--- src/rtl/mdio_page_bridge.sv ---
module mdio_page_bridge #(
  parameter logic [4:0] PHY_ADDR = 5'h1F,
  parameter logic [4:0] PAGE_REG = 5'h1F,
  parameter logic [4:0] HIGH_REG = 5'h10,
  parameter int         PAGE_W   = 10,
  localparam int        ADDR_W   = PAGE_W + 6
) (
  input  logic              clk,
  input  logic              rst_n,
  input  logic              mdio_wr_stb,
  input  logic              mdio_rd_stb,
  input  logic [4:0]        mdio_phy,
  input  logic [4:0]        mdio_reg,
  input  logic [15:0]       mdio_wdata,
  output logic [15:0]       mdio_rdata,
  output logic              mdio_rvalid,
  output logic [ADDR_W-1:0] bus_addr,
  output logic [31:0]       bus_wdata,
  output logic              bus_we,
  output logic              bus_re,
  input  logic [31:0]       bus_rdata
);

  logic [PAGE_W-1:0] page_q;
  logic [ADDR_W-1:0] addr_q;
  logic [15:0]       lo_q, hi_q;

  logic hit, wr_ok, rd_ok, lo_sel, hi_sel, pg_sel;
  logic [ADDR_W-1:0] win_addr;
  logic [15:0]       rd_mux;

  assign hit      = (mdio_phy == PHY_ADDR);
  assign wr_ok    = mdio_wr_stb & hit;
  assign rd_ok    = mdio_rd_stb & hit & ~mdio_wr_stb;
  assign lo_sel   = ~mdio_reg[4];
  assign hi_sel   = (mdio_reg == HIGH_REG);
  assign pg_sel   = (mdio_reg == PAGE_REG);
  assign win_addr = {page_q, mdio_reg[3:0], 2'b00};

  assign bus_re    = rd_ok & lo_sel;
  assign bus_we    = wr_ok & hi_sel;
  assign bus_addr  = bus_we ? addr_q : win_addr;
  assign bus_wdata = {mdio_wdata, lo_q};

  always_comb begin
    if (lo_sel)      rd_mux = bus_rdata[15:0];
    else if (hi_sel) rd_mux = hi_q;
    else if (pg_sel) rd_mux = 16'(page_q);
    else             rd_mux = '0;
  end

  always_ff @(posedge clk) begin
    if (!rst_n) begin
      page_q      <= '0;
      addr_q      <= '0;
      lo_q        <= '0;
      hi_q        <= '0;
      mdio_rvalid <= 1'b0;
      mdio_rdata  <= '0;
    end else begin
      mdio_rvalid <= rd_ok;
      mdio_rdata  <= rd_ok ? rd_mux : '0;
      if (wr_ok && pg_sel) page_q <= mdio_wdata[PAGE_W-1:0];
      if (wr_ok && lo_sel) begin
        addr_q <= win_addr;
        lo_q   <= mdio_wdata;
      end
      if (bus_re) begin
        addr_q <= win_addr;
        lo_q   <= bus_rdata[15:0];
        hi_q   <= bus_rdata[31:16];
      end
    end
  end

endmodule

--- config.mk ---
export PLATFORM = sky130hd
export DESIGN_NAME = mdio_page_bridge
export DESIGN_NICKNAME = d
export VERILOG_FILES = /design/src/rtl/mdio_page_bridge.sv
export SDC_FILE = /design/constraint.sdc
export NUM_CORES = 1
export LEC_CHECK = 0
export BUFFER_PORTS_ARGS = -buffer_cell sky130_fd_sc_hd__buf_2
export CAP_MARGIN = 20
export CORE_AREA = 2 2 96 98
export DETAILED_ROUTE_END_ITERATION = 16
export DIE_AREA = 0 0 98 100
export GPL_ROUTABILITY_DRIVEN = 0
export PLACE_DENSITY = 0.7
export SLEW_MARGIN = 25
export SYNTH_ARGS = -nofsm -noshare
export SYNTH_HDL_FRONTEND = slang
export SYNTH_SLANG_ARGS = --single-unit
--- constraint.sdc ---
create_clock -name clk -period 3.1 [get_ports clk]
set_clock_uncertainty 0.2 [all_clocks]
set_input_delay 0.465 -clock clk [delete_from_list [all_inputs] [get_ports clk]]
set_output_delay 0.465 -clock clk [all_outputs]
set_load 0.01 [all_outputs]
# Word level (Yosys, flattened, before mapping)
# Cells that the tools add are included.
[op_classes]
n_eq_ne = 3
n_mux = 8
n_bitwise = 7
n_reduce_logical = 4
[op_table]
columns = ["operator", "n"]
rows = [
  ["2-to-1 mux 16 bit", 7],
  ["equality test 5 bit (second input constant)", 3],
  ["2-to-1 mux 10 bit", 1],
  ["bitwise AND 1 bit", 5],
  ["logical AND 1 bit", 2],
  ["inverter 1 bit", 2],
  ["AND reduction 2 bit", 1],
  ["nonzero test 2 bit", 1],
]
[word_totals]
ff_bits = 73
output_inout_bits = 67
wordCells = 28

# Depth between registers and ports, before layout
[logic_depth]
word_depth = 5
ltp_mapped = 6

# Worst setup path before layout
# OpenSTA, ideal clock, no wires.
[synth_timing]
path_kind = "input port to output port"
from = "input mdio_reg[0]"
to = "output bus_addr[11]"
t_arrival_ps = 1573
required_ps = 2435
slack_ps = 862
cell_stages = 6
path_buffers = 1
path_cell_list = "nor4_1 and2_1 buf_6 nand3_4 inv_6 mux2_2"
[synth_via]
elab_chain_len = 3
[synth_rtl]
columns = ["item", "line_no", "text"]
rows = [
  ["start, declared", "13", "input logic [4:0] mdio_reg,"],
  ["equality test 5 bit", "36", "assign hi_sel = (mdio_reg == HIGH_REG);"],
  ["bitwise AND 1 bit", "41", "assign bus_we = wr_ok & hi_sel;"],
  ["via bus_we", "19", "output logic bus_we,"],
  ["2-to-1 mux 16 bit", "42", "assign bus_addr = bus_we ? addr_q : win_addr;"],
  ["end, declared", "17", "output logic [ADDR_W-1:0] bus_addr,"],
]
# The timed path passes the listed nets, and every way through them passes these cells.

# Final worst setup path
[layout_timing]
from = "input mdio_reg[0]"
to = "output bus_addr[14]"
[layout_via]
elab_chain_len = 3
[layout_rtl]
columns = ["item", "line_no"]
rows = [
  ["equality test 5 bit", "36"],
  ["bitwise AND 1 bit", "41"],
  ["2-to-1 mux 16 bit", "42"],
]
# No other way between the ends.

==> results.yml <==
layout:
  final_cell_area_mm2: 0.00400
  fin_util_pct: 45.0
  drive_above_1_share_pct: 34.5
  multi_input_area_mm2: 0.00148
  seq_area_mm2: 0.00146
  syn2layout_area_growth_pct: 23.7
  antenna_cells: 0
  nFillCells: 926
  nets: 530
detailed_routing:
  antenna_left: 0
  drtIter0Drc: 136
  vias_per_cell: 4.99
  wl_mm: 8.58
  drt-pass1-iter-count: 4
  wl_per_cell_um: 14.7
  drt_drc_violations_left: 0
  vias: 2915
global_route:
  grt_max_degree: 43
  grtUsageTotal_pct: 17.7
  grt_antenna_before_repair: 0
  grt_pass1_wl_mm: 13.7
  gr-total-overflow: 0
  grt_pass1_vias: 2861
cts:
  post_cts_buffers: 0
  clk_pin_slew_ns: 0.08
  clockBufferDepth: 2
  cts_resized: 0
  insertion_delay_ns: 0.34
  numCtsBuffers: 9
  cts_tree: "done"
  root_buffer: "clkbuf_8"
  htree_levels: 3
  cts.sinks: 73
  cts_hold_buf: 0
critical_path:
  path_buf_inv: 3
  cpMostUsedCell: "buf_2"
  start_kind: "input port"
  slowest_delay_ns: 0.33
  crit_slowest_cell: "mux2_2"
  crit_chain: "buf_2, nor4_1, and2_1, nand3_4, inv_6, mux2_2, buf_2"
  arrival_ns: 1.86
  cp.required_ns: 2.43
  crit_path_end_kind: "primary output"
  cpLargestDelayFamily: "simple AND/OR/NAND/NOR gates"
  worstPathMaxFanout: 9
  critPathKind: "in -> out"
run_status:
  status: "finished, final reports clean"
sta:
  slew_viol_final: 0
  hold_violations: 0
  max_slew_margin_pct: 49.5
  fmax_ghz: 0.396
  min_period_ns: 2.53
  rsz0062_at_grt: "false"
  hold_slack_ns: 0.170
  tns_ns: 0
  tightest_slew_ns: 0.755
  post-route-period-util_pct: 81.6
  setup_violations: 0
floorplan:
  chipHeight_um: 100
  design.portCount: 129
  dieArea_mm2: 0.00980
  initial_core_util_pct: 36.4
  rows: 35
  fp.coreArea_mm2: 0.00889
  die_w_um: 98
hold_path:
  hold_class: "in -> reg"
logic_synthesis:
  synth_flop_cell: "dfxtp_1"
  post_synth_num_cell_types: 31
  syn_inst: 367
  synth_area_mm2: 0.00323
  yosys_warnings: 0
  async_flop_share_pct: 0
  synth-seq-cells: 73
  ys_seq_area_share_pct: 45.2
  synth-edff-count: 0
  synth_area_per_cell_um2: 8.81
placement:
  io_buffers: 126
  dp_hpwl_mm: 6.35
  place_area_mm2: 0.00378
power:
  powerDensity_mw_per_mm2: 475
  p_leak_nw: 1.75
  p_total_mw: 1.90
  max-vdd-ir-drop_mv: 0.205
job:
  cap_viol_max_count: 0
where the power goes:
part / internal, mW / switching, mW / total, mW
logic: 0.0600 / 0.0733 / 0.133
registers: 0.940 / 0.00152 / 0.942
clock network: 0.477 / 0.348 / 0.826
total: 1.48 / 0.423 / 1.90
synth_stat cells (11+ instances only):
| cell | count | area [um2] |
|---|---|---|
| o21ai_0 | 16 | 80.1 |
| clkbuf_1 | 11 | 41.3 |
| nand2_1 | 85 | 319 |
| nor2_1 | 18 | 67.6 |
| a21boi_0 | 15 | 113 |
| nor2b_1 | 21 | 131 |
| mux2i_1 | 24 | 240 |
| buf_4 | 20 | 150 |
| a31oi_1 | 16 | 100 |
| dfxtp_1 | 73 | 1460 |
per-stage QoR:
stage / cells / worst slack [ns]
2_1_floorplan: 368 / 0.862
3_3_place_gp: 568 / 0.634
3_5_place_dp: 568 / 0.559
4_1_cts: 584 / 0.552
5_1_grt: 584 / 0.456
6_report: 584 / 0.572
area by class of cell:
cell class	count	area share (%)
multi-input cells	248	37.0
flip-flops and latches	73	36.5
repair buffers	133	17.1
clock buffers	12	3.63
well taps	111	3.47
clock inverters	4	1.91
inverters	3	0.407
state kept, by name, indices dropped and copies added, names as in the netlist:
signal,flops
lo_q,16
addr_q,14
hi_q,16
mdio_rdata,16
mdio_rvalid,1
page_q,10
routing by layer:
metal  wire [um]  global-route usage (%)
met5           0                       0
met3         747                    5.71
met1        3670                    22.2
met4         118                    5.34
met2        4050                    29.1
kinds of logic (layout without fill, tap and decap cells):
logic type	Yosys count	after routing	share of synthesized area (%)
buf+inv	47	152	9.21
other cells	1	2	0.116
flops	73	73	45.2
compound gates	78	78	15.8
mux	34	34	10.9
simple gates	134	134	18.8
path summary, 6_finish.rpt:
path / slack [ns] / start / cells past startpoint / end
setup / recovery: 0.57 / mdio_reg[0] / 7 / bus_addr[14]
setup reg to reg: 2.02 / page_q[8] / 2 / mdio_rdata[8]
hold / removal: 0.17 / bus_rdata[26] / 3 / hi_q[10]
hold reg to reg: 0.26 / hi_q[11] / 2 / hi_q[11]
worst register-to-register path: cells and delay by family (launching register included):
kind,cells,cell delay [ns]
flip-flops,1,0.42
AO/OA/AOI/OAI,2,0.36
cells in the final DEF (no fill, tap or decap), drive strengths merged, types with 3 or more instances in the layout:
cell type and count:
o21ai 16, nand2 85, buf 133, mux2i 24, nand3 3, inv 3
nor2 18, a21o 4, a22oi 10, a31oi 16, dfxtp 73, mux2 10
a211oi 10, a21oi 6, clkbuf 12, nor2b 21, a21boi 16
No activity file was read; power rests on OpenSTA's default activity.
